## config.mk

```make
export PLATFORM = sky130hd
export DESIGN_NAME = phy_emu_mdio
export DESIGN_NICKNAME = d
export VERILOG_FILES = /design/src/rtl/phy_emu_pkg.sv /design/src/rtl/phy_emu_sync.sv /design/src/rtl/phy_emu_mdio_fsm.sv /design/src/rtl/phy_emu_regs.sv /design/src/rtl/phy_emu_mdio.sv
export SDC_FILE = /design/constraint.sdc
export NUM_CORES = 1
export LEC_CHECK = 0
export BUFFER_PORTS_ARGS = -buffer_cell sky130_fd_sc_hd__buf_4
export CORE_UTILIZATION = 45
export CTS_CLUSTER_SIZE = 28
export DETAILED_ROUTE_END_ITERATION = 12
export PLACE_DENSITY_LB_ADDON = 0.05
export SLEW_MARGIN = 20
export SYNTH_ARGS = -nofsm -noshare
export SYNTH_HDL_FRONTEND = slang
export SYNTH_SLANG_ARGS = --single-unit
```

## constraint.sdc

```tcl
create_clock -name clk -period 2.4 [get_ports clk]
set_input_delay 0.12 -clock clk [delete_from_list [all_inputs] [get_ports clk]]
set_output_delay 0.12 -clock clk [all_outputs]
set_load 0.02 [all_outputs]
```

## src/rtl/phy_emu_pkg.sv

```systemverilog
package phy_emu_pkg;
  localparam int REG_W  = 16;
  localparam int ADDR_W = 5;

  // control register bit positions (decoded by the MAC side)
  localparam int CB_RESET  = 15;
  localparam int CB_SPEED  = 13;
  localparam int CB_ISO    = 10;
  localparam int CB_DUPLEX = 8;

  localparam logic [1:0] OP_RD = 2'b10;
  localparam logic [1:0] OP_WR = 2'b01;

  // abilities: 100 FD, 100 HD, 10 FD, 10 HD; link up; extended capability
  localparam logic [REG_W-1:0] STATUS_WORD =
      (16'h1 << 14) | (16'h1 << 13) | (16'h1 << 12) | (16'h1 << 11) |
      (16'h1 << 2)  | 16'h1;

  typedef enum logic [2:0] {FS_PRE, FS_ST, FS_HDR, FS_TA, FS_DAT} frm_state_t;

  typedef struct packed {
    logic speed;
    logic iso;
    logic duplex;
  } ctrl_t;

  function automatic logic [REG_W-1:0] pack_ctrl(input ctrl_t c);
    logic [REG_W-1:0] w;
    w = '0;
    w[CB_SPEED]  = c.speed;
    w[CB_ISO]    = c.iso;
    w[CB_DUPLEX] = c.duplex;
    return w;
  endfunction

  function automatic ctrl_t unpack_ctrl(input logic [REG_W-1:0] w);
    ctrl_t c;
    c.speed  = w[CB_SPEED];
    c.iso    = w[CB_ISO];
    c.duplex = w[CB_DUPLEX];
    return c;
  endfunction
endpackage

```

## src/rtl/phy_emu_sync.sv

```systemverilog
module phy_emu_sync #(
  parameter int   STAGES  = 2,
  parameter logic RST_VAL = 1'b0
) (
  input  logic clk,
  input  logic rst,
  input  logic d,
  output logic q
);
  logic [STAGES-1:0] chain;

  genvar i;
  generate
    for (i = 0; i < STAGES; i++) begin : g_stage
      if (i == 0) begin : g_first
        always_ff @(posedge clk) begin
          if (rst) chain[0] <= RST_VAL;
          else     chain[0] <= d;
        end
      end else begin : g_next
        always_ff @(posedge clk) begin
          if (rst) chain[i] <= RST_VAL;
          else     chain[i] <= chain[i-1];
        end
      end
    end
  endgenerate

  assign q = chain[STAGES-1];
endmodule

```

## src/rtl/phy_emu_mdio_fsm.sv

```systemverilog
module phy_emu_mdio_fsm
  import phy_emu_pkg::*;
#(
  parameter int PRE_LEN = 32
) (
  input  logic              clk,
  input  logic              rst,
  input  logic              mdc_s,
  input  logic              mdio_s,
  input  logic [ADDR_W-1:0] phy_addr,
  input  logic [REG_W-1:0]  rd_data,
  output logic [ADDR_W-1:0] reg_idx,
  output logic              rd_hit,
  output logic              wr_stb,
  output logic [REG_W-1:0]  wr_data,
  output logic              mdio_o,
  output logic              mdio_oe
);
  localparam int PCW   = $clog2(PRE_LEN + 1);
  localparam int HDR_W = 2 + 2 * ADDR_W;
  localparam int CNT_W = $clog2(REG_W + 1);

  frm_state_t         st;
  logic               mdc_q;
  logic               rise;
  logic [PCW-1:0]     pre_cnt;
  logic [HDR_W-2:0]   hdr;
  logic [HDR_W-1:0]   hdr_n;
  logic [CNT_W-1:0]   cnt;
  logic               wr_hit;
  logic [REG_W-1:0]   rd_sh;
  logic [REG_W-2:0]   wsh;
  logic [REG_W-1:0]   wsh_n;
  logic               addr_ok;

  assign rise    = mdc_s & ~mdc_q;
  assign hdr_n   = {hdr, mdio_s};
  assign wsh_n   = {wsh, mdio_s};
  assign addr_ok = (hdr_n[2*ADDR_W-1 -: ADDR_W] == phy_addr);

  always_ff @(posedge clk) begin
    if (rst) begin
      st      <= FS_PRE;
      mdc_q   <= 1'b0;
      pre_cnt <= '0;
      hdr     <= '0;
      cnt     <= '0;
      reg_idx <= '0;
      rd_hit  <= 1'b0;
      wr_hit  <= 1'b0;
      rd_sh   <= '0;
      wsh     <= '0;
      wr_stb  <= 1'b0;
      wr_data <= '0;
      mdio_o  <= 1'b1;
      mdio_oe <= 1'b0;
    end else begin
      mdc_q  <= mdc_s;
      wr_stb <= 1'b0;
      if (rise) begin
        case (st)
          FS_PRE: begin
            if (mdio_s) begin
              if (pre_cnt != PCW'(PRE_LEN)) pre_cnt <= pre_cnt + 1'b1;
            end else begin
              if (pre_cnt == PCW'(PRE_LEN)) st <= FS_ST;
              pre_cnt <= '0;
            end
          end
          FS_ST: begin
            cnt <= '0;
            hdr <= '0;
            st  <= mdio_s ? FS_HDR : FS_PRE;
          end
          FS_HDR: begin
            hdr <= hdr_n[HDR_W-2:0];
            if (cnt == CNT_W'(HDR_W - 1)) begin
              reg_idx <= hdr_n[ADDR_W-1:0];
              rd_hit  <= (hdr_n[HDR_W-1 -: 2] == OP_RD) && addr_ok;
              wr_hit  <= (hdr_n[HDR_W-1 -: 2] == OP_WR) && addr_ok;
              cnt     <= '0;
              st      <= FS_TA;
            end else begin
              cnt <= cnt + 1'b1;
            end
          end
          FS_TA: begin
            if (cnt == '0) begin
              cnt   <= CNT_W'(1);
              rd_sh <= rd_data;
              if (rd_hit) begin
                mdio_oe <= 1'b1;
                mdio_o  <= 1'b0;
              end
            end else begin
              cnt <= '0;
              st  <= FS_DAT;
              if (rd_hit) begin
                mdio_o <= rd_sh[REG_W-1];
                rd_sh  <= {rd_sh[REG_W-2:0], 1'b0};
              end
            end
          end
          FS_DAT: begin
            wsh <= wsh_n[REG_W-2:0];
            if (cnt == CNT_W'(REG_W - 1)) begin
              mdio_oe <= 1'b0;
              mdio_o  <= 1'b1;
              wr_stb  <= wr_hit;
              wr_data <= wsh_n;
              rd_hit  <= 1'b0;
              wr_hit  <= 1'b0;
              pre_cnt <= '0;
              cnt     <= '0;
              st      <= FS_PRE;
            end else begin
              cnt <= cnt + 1'b1;
              if (rd_hit) begin
                mdio_o <= rd_sh[REG_W-1];
                rd_sh  <= {rd_sh[REG_W-2:0], 1'b0};
              end
            end
          end
          default: st <= FS_PRE;
        endcase
      end
    end
  end
endmodule

```

## src/rtl/phy_emu_regs.sv

```systemverilog
module phy_emu_regs
  import phy_emu_pkg::*;
#(
  parameter logic [REG_W-1:0] ID_HI = 16'h1A2B,
  parameter logic [REG_W-1:0] ID_LO = 16'h3C40
) (
  input  logic              clk,
  input  logic              rst,
  input  logic              strap_speed,
  input  logic              strap_duplex,
  input  logic              strap_isolate,
  input  logic              wr_stb,
  input  logic [ADDR_W-1:0] wr_reg,
  input  logic [REG_W-1:0]  wr_data,
  input  logic              fw_we,
  input  logic [REG_W-1:0]  fw_wdata,
  input  logic [ADDR_W-1:0] rd_reg,
  output logic [REG_W-1:0]  rd_data,
  output logic [REG_W-1:0]  ctrl_word,
  output logic              cfg_isolate,
  output logic              cfg_speed100,
  output logic              cfg_full_duplex
);
  ctrl_t ctrl_q;
  ctrl_t dflt_q;
  logic  unused_bits;

  assign unused_bits = ^{wr_data, fw_wdata};

  always_ff @(posedge clk) begin
    if (rst) begin
      dflt_q <= '{speed: strap_speed, iso: strap_isolate, duplex: strap_duplex};
      ctrl_q <= '{speed: strap_speed, iso: strap_isolate, duplex: strap_duplex};
    end else if (fw_we) begin
      ctrl_q <= unpack_ctrl(fw_wdata);
    end else if (wr_stb && (wr_reg == '0)) begin
      if (wr_data[CB_RESET]) ctrl_q <= dflt_q;
      else                   ctrl_q <= unpack_ctrl(wr_data);
    end
  end

  assign ctrl_word       = pack_ctrl(ctrl_q);
  assign cfg_isolate     = ctrl_q.iso;
  assign cfg_speed100    = ctrl_q.speed;
  assign cfg_full_duplex = ctrl_q.duplex;

  always_comb begin
    case (rd_reg)
      5'd0:    rd_data = ctrl_word;
      5'd1:    rd_data = STATUS_WORD;
      5'd2:    rd_data = ID_HI;
      5'd3:    rd_data = ID_LO;
      default: rd_data = '0;
    endcase
  end
endmodule

```

## src/rtl/phy_emu_mdio.sv

```systemverilog
module phy_emu_mdio
  import phy_emu_pkg::*;
#(
  parameter int               PRE_LEN     = 32,
  parameter int               SYNC_STAGES = 2,
  parameter logic [REG_W-1:0] ID_HI       = 16'h1A2B,
  parameter logic [REG_W-1:0] ID_LO       = 16'h3C40
) (
  input  logic        clk,
  input  logic        rst,
  input  logic        strap_speed,
  input  logic        strap_duplex,
  input  logic        strap_isolate,
  input  logic [1:0]  strap_addr,
  input  logic        mdc,
  input  logic        mdio_i,
  output logic        mdio_o,
  output logic        mdio_oe,
  input  logic        fw_we,
  input  logic [15:0] fw_wdata,
  output logic [15:0] fw_rdata,
  output logic        cfg_isolate,
  output logic        cfg_speed100,
  output logic        cfg_full_duplex
);
  logic              mdc_s;
  logic              mdio_s;
  logic [ADDR_W-1:0] phy_addr;
  logic [ADDR_W-1:0] reg_idx;
  logic [REG_W-1:0]  rd_data;
  logic              rd_hit;
  logic              wr_stb;
  logic [REG_W-1:0]  wr_data;

  always_ff @(posedge clk) begin
    if (rst) phy_addr <= {strap_addr[1], strap_addr[0], 3'b000};
  end

  phy_emu_sync #(.STAGES(SYNC_STAGES), .RST_VAL(1'b0)) u_sync_mdc (
    .clk(clk), .rst(rst), .d(mdc), .q(mdc_s));

  phy_emu_sync #(.STAGES(SYNC_STAGES), .RST_VAL(1'b1)) u_sync_mdio (
    .clk(clk), .rst(rst), .d(mdio_i), .q(mdio_s));

  phy_emu_mdio_fsm #(.PRE_LEN(PRE_LEN)) u_fsm (
    .clk(clk), .rst(rst), .mdc_s(mdc_s), .mdio_s(mdio_s),
    .phy_addr(phy_addr), .rd_data(rd_data), .reg_idx(reg_idx),
    .rd_hit(rd_hit), .wr_stb(wr_stb), .wr_data(wr_data),
    .mdio_o(mdio_o), .mdio_oe(mdio_oe));

  phy_emu_regs #(.ID_HI(ID_HI), .ID_LO(ID_LO)) u_regs (
    .clk(clk), .rst(rst),
    .strap_speed(strap_speed), .strap_duplex(strap_duplex),
    .strap_isolate(strap_isolate),
    .wr_stb(wr_stb), .wr_reg(reg_idx), .wr_data(wr_data),
    .fw_we(fw_we), .fw_wdata(fw_wdata),
    .rd_reg(reg_idx), .rd_data(rd_data), .ctrl_word(fw_rdata),
    .cfg_isolate(cfg_isolate), .cfg_speed100(cfg_speed100),
    .cfg_full_duplex(cfg_full_duplex));
endmodule

```

======== Word-level counts from Yosys, hierarchy flattened ========
Index checks and enable logic that the tools add are counted.
W data, S select, Z words.
word-level totals
  register bits after elaboration ......... 95
  latch bits .............................. 0
  RAM bits ................................ 0
  bits in read-only memories .............. 0
  logic and storage cells ................. 118
  memories kept ........................... 0
cells by class
  add/sub/neg operators ................... 2
  multipliers ............................. 0
  div/mod/pow operators ................... 0
  $lt $le $gt $ge ......................... 0
  equal/unequal tests ..................... 24
  shift-type cells ........................ 0
  mux-type cells .......................... 38
  bitwise gates (word level) .............. 5
  reductions and logical operators ........ 24
operators by type and width
  cell                   count
  $pmux W15 S4           1
  $mux W16               3
  $pmux W16 S2           1
  $mux W3                9
  $pmux W11 S2           1
  $pmux W5 S4            1
  $mux W6                3
  $pmux W3 S5            1
  $pmux W6 S2            1
  $reduce_and A3 Y1      4
  $eq A5 B2 Y1 const B   2
  $eq A5 B4 Y1 const B   2
  $logic_not A5 Y1       2
  $mux W1                10
  $mux W5                2
  $ne A2 B1 Y1 const B   5
  $pmux W1 S2            4
  $reduce_and A4 Y1      2
  $reduce_bool A2 Y1     4
  $add A6 B1 Y6 const B  1
  $eq A3 B2 Y1 const B   2
  $eq A6 B6 Y1 const B   1
  $ne A2 B2 Y1 const B   3
  $ne A3 B2 Y1 const B   2
  other kinds (19)       26

======== Depth between registers and ports, before layout ========
Gate-level depths: netlist of run 1.
  depth in word-level cells ............... 5
  mapped depth ............................ 8
  depth with buffers taken out ............ 7

======== Hierarchy ========
Synthesis of run 1 repeated with hierarchy kept, for this count alone.
second synthesis, totals
  cells, all modules ...................... 500
  area, all modules ....................... 4,509.3 µm²
modules (own cells, without submodules)
  module            times used  cells an instance  area an instance (µm²)  seq. area each (µm²)
  phy_emu_mdio_fsm  1           427                3,747.3                 1,661.6
  phy_emu_regs      1           62                 593.1                   180.2
  phy_emu_sync      2           4                  52.6                    40.0
  phy_emu_mdio      1           3                  63.8                    60.1

======== Worst setup path before layout of run 1 ========
OpenSTA, ideal clock, no wires.
  kind .................................... register to register
  from .................................... register u_fsm.cnt[0]
  to ...................................... register u_fsm.rd_sh[1]
  setup time .............................. 0.095 ns
  arrival time ............................ 2.080 ns
  required time ........................... 2.305 ns
  setup slack ............................. 0.225 ns
  stages on the path, launching flop included .. 9
  period minus slack after synthesis ...... 2.175 ns
  cell sequence ........................... dfxtp_1 > ha_1 > and3_1 > ha_1 > or4b_1 > a21oi_1 > buf_2 > o21ai_0 > a221oi_1
between the ends
  longest elaborated chain between the ends .. 3
ends and longest elaborated chain
  element                                                             line                                             source
  from (decl)                                                         phy_emu_mdio_fsm.sv:29                           logic [CNT_W-1:0] cnt;
  from (signal assigned)                                              phy_emu_mdio_fsm.sv:84                           cnt <= cnt + 1'b1;
  from (signal assigned)                                              phy_emu_mdio_fsm.sv:117                          cnt <= cnt + 1'b1;
  $eq A5 B4 Y1 / $logic_not A5 Y1 (equally long branches)             phy_emu_mdio_fsm.sv:106, phy_emu_mdio_fsm.sv:88
  $ne A2 B2 Y1 (no line) / $mux W16 (equally long branches)           -
  $reduce_and A3 Y1 (no line) / $pmux W16 S2 (equally long branches)  -
  to (signal assigned)                                                phy_emu_mdio_fsm.sv:90                           rd_sh <= rd_data;
  to (signal assigned)                                                phy_emu_mdio_fsm.sv:100                          rd_sh <= {rd_sh[REG_W-2:0], 1'b0};
  to (signal assigned)                                                phy_emu_mdio_fsm.sv:120                          rd_sh <= {rd_sh[REG_W-2:0], 1'b0};
  to (decl)                                                           phy_emu_mdio_fsm.sv:31                           logic [REG_W-1:0] rd_sh;
Parallel ways exist; a longest one is shown, timed or not.
A chain may end at the register's enable or synchronous reset.

======== Worst setup path in the final report of run 1 ========
  from .................................... register u_fsm.cnt[1]
  to ...................................... register u_fsm.pre_cnt[4]
between the ends
  longest elaborated chain between the ends .. 3
ends and longest elaborated chain
  element                      line                     source
  $eq A5 B4 Y1                 phy_emu_mdio_fsm.sv:106  if (cnt == CNT_W'(REG_W - 1)) begin
  $ne A2 B1 Y1 (no line)       -
  $reduce_and A4 Y1 (no line)  -
  to (signal assigned)         phy_emu_mdio_fsm.sv:64   if (pre_cnt != PCW'(PRE_LEN)) pre_cnt <= pre_cnt + 1'b1;
  to (decl)                    phy_emu_mdio_fsm.sv:26   logic [PCW-1:0] pre_cnt;
Every way passes these cells.

==> impl_results.md, run 1 <==
- Max VDD drop: 0.341 mV
- Setup crit start kind: flop
- Leak pwr: 1.59 nW
- Largest net degree at the start of global routing: 53
- Clk root buf: clkbuf_8
- Skew final: 0.0110 ns
- Area added between synthesis and finish: 14.0%
- Number of max-cap violations: 0
- Skew-Pair Late Insertion Delay: 0.36 ns
- CP max FO: 11
- TritonCTS Buffers: 9
- Arr. time, crit path: 2.54 ns
- Sequential Area: 0.00174 mm^2
- Min cycle time layout: 2.25 ns
- Slew Viols, Final: 0
- Post-DP HPWL: 5740 um
- Distinct cells, synth: 56
- WP data required: 2.69 ns
- Cell count after synthesis: 452
- Status: finished, final reports clean
- I/O pin total: 47
- Switching part of the total power: 26.9%
- Routability congestion estimate: 0.784
- Worst hold slack: 0.129 ns
- Final #Nets: 513
- Fin util: 53.6%
- Part of the cycle the worst path needs: 93.7%
- Htree depth: 3
- Max_slew headroom: 62.2%
- Post-route ant nets: 0
- WL final: 8640 um
- Starting density of the core: 47.1%
- Clock Power Share: 38.1%
- First-pass GRT wire length: 14500 um
- Comb power frac: 6.6%
- Initial antenna violation count: 0
- Antenna Cells: 0
- Total number of vias: 3224
- HP Class: in -> reg
- IO buf count: 20
- Drt wl/cell: 14.6 um
- Power Density: 577 mW/mm^2
- Die area: 0.00910 mm^2
- EDFF count, synth: 8
- CP Launch Point: u_fsm.cnt[1]$_SDFFE_PP0P_
- Synth warn: 0
- Post-synthesis sequential area ratio: 44.4%
- Slowest CP cell: or4_1
- CP Cell Sequence: ha_1 -> and3_4 -> ha_4 -> nor2b_1 -> or4_4 -> or4_1 -> a21oi_1
- Pre-antenna DRT Iters: 4
- Footprint of the multi-input gates: 0.00193 mm^2
- Clock Sinks: 83
- Async set-or-reset flop fraction in the synthesized netlist: 0%
- Total power: 2.58 mW
- Vias per inst: 5.46
- Worst Max-Slew Pin Slew: 0.563 ns
- Clk slew on worst S/H paths: 0.10 ns
- Filler instances: 812
- Initial DRC count: 168
- Register share of total power: 55.3%
- Reg2Reg Launch Point: u_fsm.cnt[1]$_SDFFE_PP0P_
- Yosys reg bits: 83
- Die Height: 95.4 um
- Crit end category: flop
- Vias in the first global route: 2927
- Die span in x: 95.4 um
- Max incr delay on CP: 0.53 ns
- NetSw: 0.693 mW
- Total track usage: 20.4%
- Int Pwr: 1.89 mW
- Clk buf depth: 2
- Post-route DRC: 0
- Total grt overflow: 0
- Setup TNS: 0 ns
- Worst Hold Launch: fw_wdata[8]
- TritonCTS clock tree: done
- Final hold vios: 0
- Core Region: 0.00834 mm^2
- Synthesized area per cell: 8.68 um^2
- Post-Layout Cell Count: 591
- Max Clock Freq: 445 MHz
- Placed instance count: 568
- Dominant synthesized flop cell: dfxtp_1
- RSZ-0062 raised after global routing: no
- Post CTS Setup Buffer Count: 0
- Row cnt: 33
- Setup Crit Path Kind: reg -> reg
- Mapped Area: 0.00393 mm^2
- Layout cells sized above 1: 15.8%
- Final setup fails: 0
[cells by family after synthesis]
group,after synthesis,synth area share (%)
buffers and inverters,61,8.13
other,1,0.0955
AOI/OAI and AO/OA,115,18.4
DFF,83,44.4
muxes,12,3.12
adders and majority gates,6,1.91
and+or+nand+nor,170,23.1
xor gates and xnor gates,4,0.893
[repair_timing]
item	CTS	global route
setup endpoints to repair	0	16
endpoints found under the hold margin	7	0
hold buffers	7	0
resized for setup	0	5
[flip-flops by register name, summed over array words and instances, names as in the netlist, 2 cells and up]
register / flops
phy_addr: 2
u_fsm.wsh: 15
u_fsm.pre_cnt: 6
u_fsm.wr_data: 4
u_fsm.rd_sh: 16
u_fsm.cnt: 5
u_regs.dflt_q: 3
u_fsm.st: 3
u_fsm.hdr: 11
u_fsm.reg_idx: 5
[cell type report]
cell class                 instances  share of cell area [%]
multi-input combinational        320                    43.2
sequential                        83                    38.9
timing repair buffer              54                    9.45
tap                              105                    2.94
clock buffer                       9                    2.77
clock inverter                     7                    1.59
inverter                          13                    1.09
[worst max-delay path, delay by kind of cell (launching register included)]
family / cells / cell delay, ns
simple gates: 4 / 1.28
flops: 1 / 0.38
fa+ha+maj: 2 / 0.35
compound gates: 1 / 0.16
[power groups by stage]
stage | Clock, mW | Sequential [mW] | Combinational (mW)
2_1_floorplan | 0 | 1.46 | 0.123
3_3_place_gp | 0 | 1.46 | 0.161
3_5_place_dp | 0 | 1.46 | 0.162
4_1_cts | 1.02 | 1.43 | 0.172
5_1_grt | 1.07 | 1.43 | 0.191
6_report | 0.982 | 1.43 | 0.171
[final timing paths]
check                                     endpoint  slack (ns)  cells after the start
setup / recovery     u_fsm.pre_cnt[4]$_SDFFE_PP0P_        0.15                      7
hold reg to reg           u_sync_mdio.q$_SDFF_PP1_        0.41                      1
setup reg to reg     u_fsm.pre_cnt[4]$_SDFFE_PP0P_        0.15                      7
hold / removal    u_regs.cfg_full_duplex$_DFFE_PP_        0.13                      3
[layer usage]
metal | wire [um] | vias up | GRT usage [%]
li1 | - | 1651 | -
met1 | 4310 | 1520 | 29.4
met2 | 3990 | 47 | 31.1
met3 | 278 | 6 | 3.11
met4 | 68 | 0 | 6.97
met5 | 0 | - | 0
[synthesized netlist by cell type (3+ instances only)]
master	number	share of area, %
a21oi_1	46	5.9
a22oi_1	11	2.1
a311oi_1	5	1.1
a31oi_1	9	1.4
and3_1	5	0.80
buf_2	6	0.77
buf_4	16	3.1
buf_6	3	0.86
clkbuf_1	23	2.2
dfxtp_1	75	38
edfxtp_1	8	6.1
ha_1	6	1.9
inv_1	13	1.2
mux2i_1	10	2.6
nand2_1	52	5.0
nand2b_1	10	1.6
nand3_1	20	2.6
nand3b_1	7	1.3
nor2_1	28	2.7
nor2b_1	6	0.96
nor3_1	11	1.4
nor4b_1	3	0.67
o211ai_1	3	0.57
o21ai_0	20	2.6
o2bb2ai_1	7	1.6
or3_1	4	0.64
or4_1	3	0.57
or4b_1	4	1.0
xor2_1	3	0.67
[stage by stage]
stage                     setup WS [ns]  instance area (um^2)
final                             0.151                  4470
after global routing             0.0342                  4470
after CTS                        0.0475                  4450
after detailed placement         0.0914                  4180
after global placement            0.144                  4180
after floorplan                   0.225                  3970
[cells in the final DEF (no fill, tap or decap), types with 4 or more instances in the layout]
cell / synthesis / layout
o2bb2ai_1: 7 / 7
dfxtp_1: 75 / 75
o21ai_0: 20 / 20
or3_1: 4 / 4
inv_1: 13 / 13
conb_1: 1 / 13
nor2_1: 28 / 28
edfxtp_1: 8 / 8
dlygate4sd3_1: 0 / 7
nand2_1: 52 / 52
nand3_1: 20 / 20
nand2b_1: 10 / 10
a311oi_1: 5 / 5
a31oi_1: 9 / 9
a22oi_1: 11 / 11
mux2i_1: 10 / 10
nor3_1: 11 / 11
nand3b_1: 7 / 7
buf_4: 16 / 47
clkbuf_8: 0 / 9
a21oi_1: 46 / 45
and3_1: 5 / 4
ha_1: 6 / 5
nor2b_1: 6 / 6
Note: power is estimated with default switching activity, not from simulation.
==> run 2, diff against run 1 <==
- clock period: 2.4 -> 2.7 ns (I/O delays scaled with it)
==> impl_results.md, run 2 (same netlist as run 1, synthesis figures left out) <==
- Status: finished, final reports clean (unchanged)
- Clk root buf: clkbuf_8 (unchanged)
- CP Cell Sequence: ha_1 -> and3_1 -> ha_1 -> or4b_1 -> a21oi_1 -> buf_4 -> nand3_1 -> o221a_2 (was ha_1 -> and3_4 -> ha_4 -> nor2b_1 -> or4_4 -> or4_1 -> a21oi_1)
- Max_slew headroom: 57.6% (was 62.2%)
- Power Density: 533 mW/mm^2 (was 577 mW/mm^2)
- Register share of total power: 54.5% (was 55.3%)
- Final hold vios: 0 (unchanged)
- TritonCTS clock tree: done (unchanged)
- RSZ-0062 raised after global routing: no (unchanged)
- Final worst slack: 0.278 ns (was 0.151 ns)
- Min cycle time layout: 2.42 ns (was 2.25 ns)
- Comb power frac: 6.4% (was 6.6%)
- Top Registers: u_fsm.rd_sh: 16 flops, u_fsm.wsh: 15 flops, u_fsm.hdr: 11 flops (unchanged)
- Worst Path Buf+Inv: 1 (was 0)
- Antenna Cells: 0 (unchanged)
- Slowest CP cell: or4b_1 (was or4_1)
- Die span in x: 95.4 um (unchanged)
- Die area: 0.00910 mm^2 (unchanged)
- Vias in the first global route: 2967 (was 2927)
- Int Pwr: 1.75 mW (was 1.89 mW)
- Total track usage: 19.9% (was 20.4%)
- Initial antenna violation count: 0 (unchanged)
- Area added between synthesis and finish: 11.4% (was 14.0%)
- Clock Power Share: 39.1% (was 38.1%)
- Switching part of the total power: 24.7% (was 26.9%)
- I/O pin total: 47 (unchanged)
- Clk slew on worst S/H paths: 0.09 ns (was 0.10 ns)
- Max VDD drop: 0.400 mV (was 0.341 mV)
- Clk buf depth: 2 (unchanged)
- Part of the cycle the worst path needs: 89.7% (was 93.7%)
- Family with the most delay on the worst path: simple AND/OR/NAND/NOR gates (unchanged)
- Crit end category: flop (unchanged)
- Layout cells sized above 1: 12.8% (was 15.8%)
- Critical path depth in cells: 8 (was 7)
- Setup crit start kind: flop (unchanged)
- Setup Crit Path Kind: reg -> reg (unchanged)
- Post-route DRC: 0 (unchanged)
- Skew final: 0.0111 ns (was 0.0110 ns)
- NetSw: 0.576 mW (was 0.693 mW)
- Number of max-cap violations: 0 (unchanged)
- WL final: 8340 um (was 8640 um)
- Die Height: 95.4 um (unchanged)
- Clock Sinks: 83 (unchanged)
- Pre-antenna DRT Iters: 4 (unchanged)
- Slew Viols, Final: 0 (unchanged)
- Post-Layout Cell Count: 580 (was 591)
- Core Region: 0.00834 mm^2 (unchanged)
- First-pass GRT wire length: 14100 um (was 14500 um)
- Skew-Pair Late Insertion Delay: 0.36 ns (about the same)
- Leak pwr: 1.55 nW (was 1.59 nW)
- Final #Nets: 502 (was 513)
- HP Class: in -> reg (unchanged)
- CP dominant cell by count: ha_1
- Path depth of the worst reg2reg path: 8 (was 7)
- Total grt overflow: 0 (unchanged)
- Post CTS Setup Buffer Count: 0 (unchanged)
- Filler instances: 818 (was 812)
- Top reg by flops: u_fsm.rd_sh (unchanged)
- Most frequent cells in the layout: 75 x dfxtp_1, 52 x nand2_1, 46 x a21oi_1 (was 75 x dfxtp_1, 52 x nand2_1, 47 x buf_4)
- Max incr delay on CP: 0.51 ns (was 0.53 ns)
- Post-DP HPWL: 5540 um (was 5740 um)
- Max Clock Freq: 413 MHz (was 445 MHz)
- Placed instance count: 557 (was 568)
- WP data required: 2.95 ns (was 2.69 ns)
- Total number of vias: 3164 (was 3224)
- Htree depth: 3 (unchanged)
- Routability congestion estimate: 0.775 (was 0.784)
- Final setup fails: 0 (unchanged)
- DP Worst Slack: 0.310 ns (was 0.0914 ns)
- Largest net degree at the start of global routing: 47 (was 53)
- Vias per inst: 5.46 (about the same)
- Drt wl/cell: 14.4 um (was 14.6 um)
- Post-route ant nets: 0 (unchanged)
- Worst Max-Slew Pin Slew: 0.632 ns (was 0.563 ns)
- IO buf count: 20 (unchanged)
- Fin util: 52.4% (was 53.6%)
- WHS Path Cells: 3 (unchanged)
- Initial DRC count: 239 (was 168)
- Max FFs per register: 16 (unchanged)
- Arr. time, crit path: 2.68 ns (was 2.54 ns)
- Row cnt: 33 (unchanged)
- Commonest non-fill, non-tap cell in the layout: dfxtp_1 (unchanged)
- TritonCTS Buffers: 9 (unchanged)
- Starting density of the core: 47.1% (unchanged)
- CP max FO: 11 (unchanged)
- Setup TNS: 0 ns (unchanged)
[run 2: cell count changes in the layout (fill, tap and decap cells not counted), sizes merged]
cell	delta
bufinv	+1
clkinv	+2
buf	-11
clkinvlp	-2
inv	-1
[run 2: cell type report]
type / count / area (um^2) / area share, %
timing repair buffer: 43 / 340 / 7.78
multi-input combinational: 320 / 1910 / 43.7
clock inverter: 7 / 76.3 / 1.75
clock buffer: 9 / 124 / 2.83
inverter: 13 / 48.8 / 1.12
tap: 105 / 131 / 3.01
sequential: 83 / 1740 / 39.8
[run 2: metal layers]
layer | track usage [%] | routed length, um
met1 | 27.1 | 4270
met2 | 31.4 | 3760
met3 | 4.07 | 206
met4 | 6.59 | 104
met5 | 0 | 0
[run 2: power groups by stage]
stage / registers (mW) / clock network [mW] / logic [mW]
3_3_place_gp: 1.30 / 0 / 0.140
2_1_floorplan: 1.30 / 0 / 0.109
6_report: 1.27 / 0.911 / 0.148
3_5_place_dp: 1.30 / 0 / 0.140
5_1_grt: 1.27 / 0.994 / 0.164
4_1_cts: 1.27 / 0.939 / 0.149
[run 2: stage by stage]
step	hold WS [ns]	power, mW	instance area (um^2)
6_report	0.143	2.33	4370
5_1_grt	0.157	2.43	4370
4_1_cts	0.130	2.36	4370
3_5_place_dp	0.316	1.44	4100
3_3_place_gp	0.315	1.44	4100
2_1_floorplan	0.234	1.41	3970
[run 2: timing repair]
action,CTS,global route
hold endpoints to repair,7,0
endpoints found under the setup margin,0,0
gates resized for setup,0,0
hold buffers,7,0
[run 2: final timing paths]
kind	start	endpoint	slack, ns
worst min register to register	u_sync_mdio.chain[0]$_SDFF_PP1_	u_sync_mdio.q$_SDFF_PP1_	0.41
worst min-delay path	fw_wdata[10]	u_regs.cfg_isolate$_DFFE_PP_	0.14
worst max-delay path	u_fsm.cnt[0]$_SDFFE_PP0P_	u_fsm.rd_sh[14]$_SDFFE_PP0P_	0.28
worst max register to register	u_fsm.cnt[0]$_SDFFE_PP0P_	u_fsm.rd_sh[14]$_SDFFE_PP0P_	0.28
[run 2: worst min-delay path, stage by stage]
cell and delay (ns):
buf_4 0.08, a21oi_1 0.04, o21ai_0 0.13
==> run 3, diff against run 2 <==
- CORE_UTILIZATION: 45 -> 57
==> impl_results.md, run 3 (same netlist as run 1, synthesis figures left out) <==
- Status: finished with violations (was finished, final reports clean)
- Violated checks: DRC
- Switching part of the total power: 24.5% (was 24.7%)
- Skew-Pair Late Insertion Delay: 0.35 ns (was 0.36 ns)
- Drt wl/cell: 14.1 um (was 14.4 um)
- Post CTS Setup Buffer Count: 0 (unchanged)
- Reg-to-reg slack, setup: 0.27 ns (was 0.28 ns)
- Reg2Reg Launch Point: u_fsm.cnt[0]$_SDFFE_PP0P_ (unchanged)
- Final setup fails: 0 (unchanged)
- Slew Viols, Final: 0 (unchanged)
- WL final: 7770 um (was 8340 um)
- Most frequent cells in the layout: 75 x dfxtp_1, 52 x nand2_1, 46 x a21oi_1 (unchanged)
- Largest net degree at the start of global routing: 52 (was 47)
- FF-to-FF End: u_fsm.rd_sh[1]$_SDFFE_PP0P_ (was u_fsm.rd_sh[14]$_SDFFE_PP0P_)
- Starting density of the core: 60.4% (was 47.1%)
- I/O pin total: 47 (unchanged)
- Clk slew on worst S/H paths: 0.09 ns (about the same)
- IO buf count: 20 (unchanged)
- Post-route DRC: 2 (was 0)
- Initial antenna violation count: 0 (unchanged)
- Grt met1 use: 32.4% (was 27.1%)
- Int Pwr: 1.76 mW (was 1.75 mW)
- Part of the cycle the worst path needs: 90.2% (was 89.7%)
- NetSw: 0.571 mW (was 0.576 mW)
- Crit end category: flop (unchanged)
- Setup crit start kind: flop (unchanged)
- WHS Path Cells: 3 (unchanged)
- Clk root buf: clkbuf_8 (unchanged)
- Pre-antenna DRT Iters: 9 (was 4)
- Comb power frac: 6.3% (was 6.4%)
- Leak pwr: 1.54 nW (was 1.55 nW)
- Total grt overflow: 0 (unchanged)
- HP Class: in -> reg (unchanged)
- Total number of vias: 3202 (was 3164)
- Vias per inst: 5.81 (was 5.46)
- Max Clock Freq: 411 MHz (was 413 MHz)
- Initial DRC count: 202 (was 239)
- Die span in x: 85.0 um (was 95.4 um)
- RSZ-0062 raised after global routing: no (unchanged)
- Layout cells sized above 1: 12.9% (was 12.8%)
- Skew final: 0.00652 ns (was 0.0111 ns)
- Routability congestion estimate: 0.786 (was 0.775)
- Die area: 0.00722 mm^2 (was 0.00910 mm^2)
- Worst Hold Launch: fw_wdata[10] (unchanged)
- Clock Power Share: 39.2% (was 39.1%)
- Post-DP HPWL: 5260 um (was 5540 um)
- CP max FO: 10 (was 11)
- Fin util: 66.7% (was 52.4%)
- Worst Hold End: u_regs.cfg_isolate$_DFFE_PP_ (unchanged)
- Met2 Resource Use GR: 36.9% (was 31.4%)
- Worst Max-Slew Pin Slew: 0.657 ns (was 0.632 ns)
- Die Height: 85.0 um (was 95.4 um)
- Final #Nets: 501 (was 502)
- First-pass GRT wire length: 13400 um (was 14100 um)
- Setup TNS: 0 ns (unchanged)
- Total power: 2.33 mW (about the same)
- Max_slew headroom: 56.1% (was 57.6%)
- Area added between synthesis and finish: 10.4% (was 11.4%)
- Antenna Cells: 0 (unchanged)
- Min cycle time layout: 2.43 ns (was 2.42 ns)
- Total track usage: 23.3% (was 19.9%)
- Top Registers: u_fsm.rd_sh: 16 flops, u_fsm.wsh: 15 flops, u_fsm.hdr: 11 flops (unchanged)
- Path depth of the worst reg2reg path: 8 (unchanged)
- Power Density: 537 mW/mm^2 (was 533 mW/mm^2)
- DP Worst Slack: 0.297 ns (was 0.310 ns)
- Register share of total power: 54.5% (about the same)
- Number of max-cap violations: 0 (unchanged)
- Most Crowded Layer GR: met2 (unchanged)
- Commonest non-fill, non-tap cell in the layout: dfxtp_1 (unchanged)
- TritonCTS Buffers: 9 (unchanged)
- Max FFs per register: 16 (unchanged)
- Setup Crit Path Kind: reg -> reg (unchanged)
- Core Region: 0.00649 mm^2 (was 0.00834 mm^2)
- Row cnt: 29 (was 33)
- Clk buf depth: 2 (unchanged)
- GRT met3 Usage: 4.96% (was 4.07%)
- Top reg by flops: u_fsm.rd_sh (unchanged)
- TritonCTS clock tree: done (unchanged)
- Htree depth: 3 (unchanged)
- WP data required: 2.96 ns (was 2.95 ns)
- Arr. time, crit path: 2.69 ns (was 2.68 ns)
- Max VDD drop: 0.485 mV (was 0.400 mV)
- Vias in the first global route: 2857 (was 2967)
- Post-route ant nets: 0 (unchanged)
- Clock Sinks: 83 (unchanged)
- Final worst slack: 0.265 ns (was 0.278 ns)
- Final hold vios: 0 (unchanged)
[run 3: cell types whose count changed in the layout (fill, tap and decap cells not counted), sizes merged]
cell      previous run  this run
clkinv               4         1
inv                 15        17
buf                 36        35
clkinvlp             0         1
[run 3: how the worst max path moves through the flow]
| stage | startpoint | to | cells past startpoint |
|---|---|---|---|
| detailed placement | u_fsm.cnt[0]$_SDFFE_PP0P_ | u_fsm.rd_sh[1]$_SDFFE_PP0P_ | 8 |
| global route | u_fsm.cnt[0]$_SDFFE_PP0P_ | u_fsm.rd_sh[1]$_SDFFE_PP0P_ | 8 |
| finish | u_fsm.cnt[0]$_SDFFE_PP0P_ | u_fsm.rd_sh[1]$_SDFFE_PP0P_ | 8 |
| floorplan | u_fsm.cnt[0]$_SDFFE_PP0P_ | u_fsm.rd_sh[1]$_SDFFE_PP0P_ | 8 |
| global placement | u_fsm.cnt[0]$_SDFFE_PP0P_ | u_fsm.rd_sh[1]$_SDFFE_PP0P_ | 8 |
| CTS | u_fsm.cnt[0]$_SDFFE_PP0P_ | u_fsm.rd_sh[1]$_SDFFE_PP0P_ | 8 |
[run 3: layer usage]
metal	share of wire, %	vias up
li1	-	1627
met1	48	1483
met2	47	83
met3	4.1	9
met4	1.2	0
met5	0	-
[run 3: power by group through the flow]
| stage | clock network (mW) | logic [mW] | registers (mW) |
|---|---|---|---|
| detailed placement | 0 | 0.138 | 1.30 |
| CTS | 0.941 | 0.147 | 1.27 |
| global placement | 0 | 0.138 | 1.30 |
| floorplan | 0 | 0.109 | 1.30 |
| global route | 0.988 | 0.161 | 1.27 |
| finish | 0.913 | 0.147 | 1.27 |
[run 3: layout make-up]
class                   instances  area [um^2]
well taps                      77         96.3
repair buffers                 42          333
clock buffers                   9          124
fillers                       562         2160
flip-flops and latches         83         1740
inverters                      13         48.8
clock inverters                 7         80.1
multi-input cells             320         1910
[run 3: timing repair]
item	in CTS	in global routing
gates resized for setup	0	0
endpoints found under the hold margin	7	0
hold buffers	7	0
[run 3: per-stage QoR]
stage | std cells | hold WS [ns] | area, um^2
after floorplan | 464 | 0.234 | 3970
after global placement | 528 | 0.315 | 4060
after detailed placement | 528 | 0.315 | 4060
after CTS | 551 | 0.137 | 4330
after global routing | 551 | 0.164 | 4330
final | 551 | 0.150 | 4330
[run 3: worst max-delay path, cell delays in order (launching register included)]
cell	delay, ns
dfxtp_1	0.34
ha_1	0.24
and3_1	0.21
ha_1	0.28
or4b_1	0.52
a21oi_1	0.21
buf_4	0.19
o21ai_0	0.10
a221oi_1	0.25
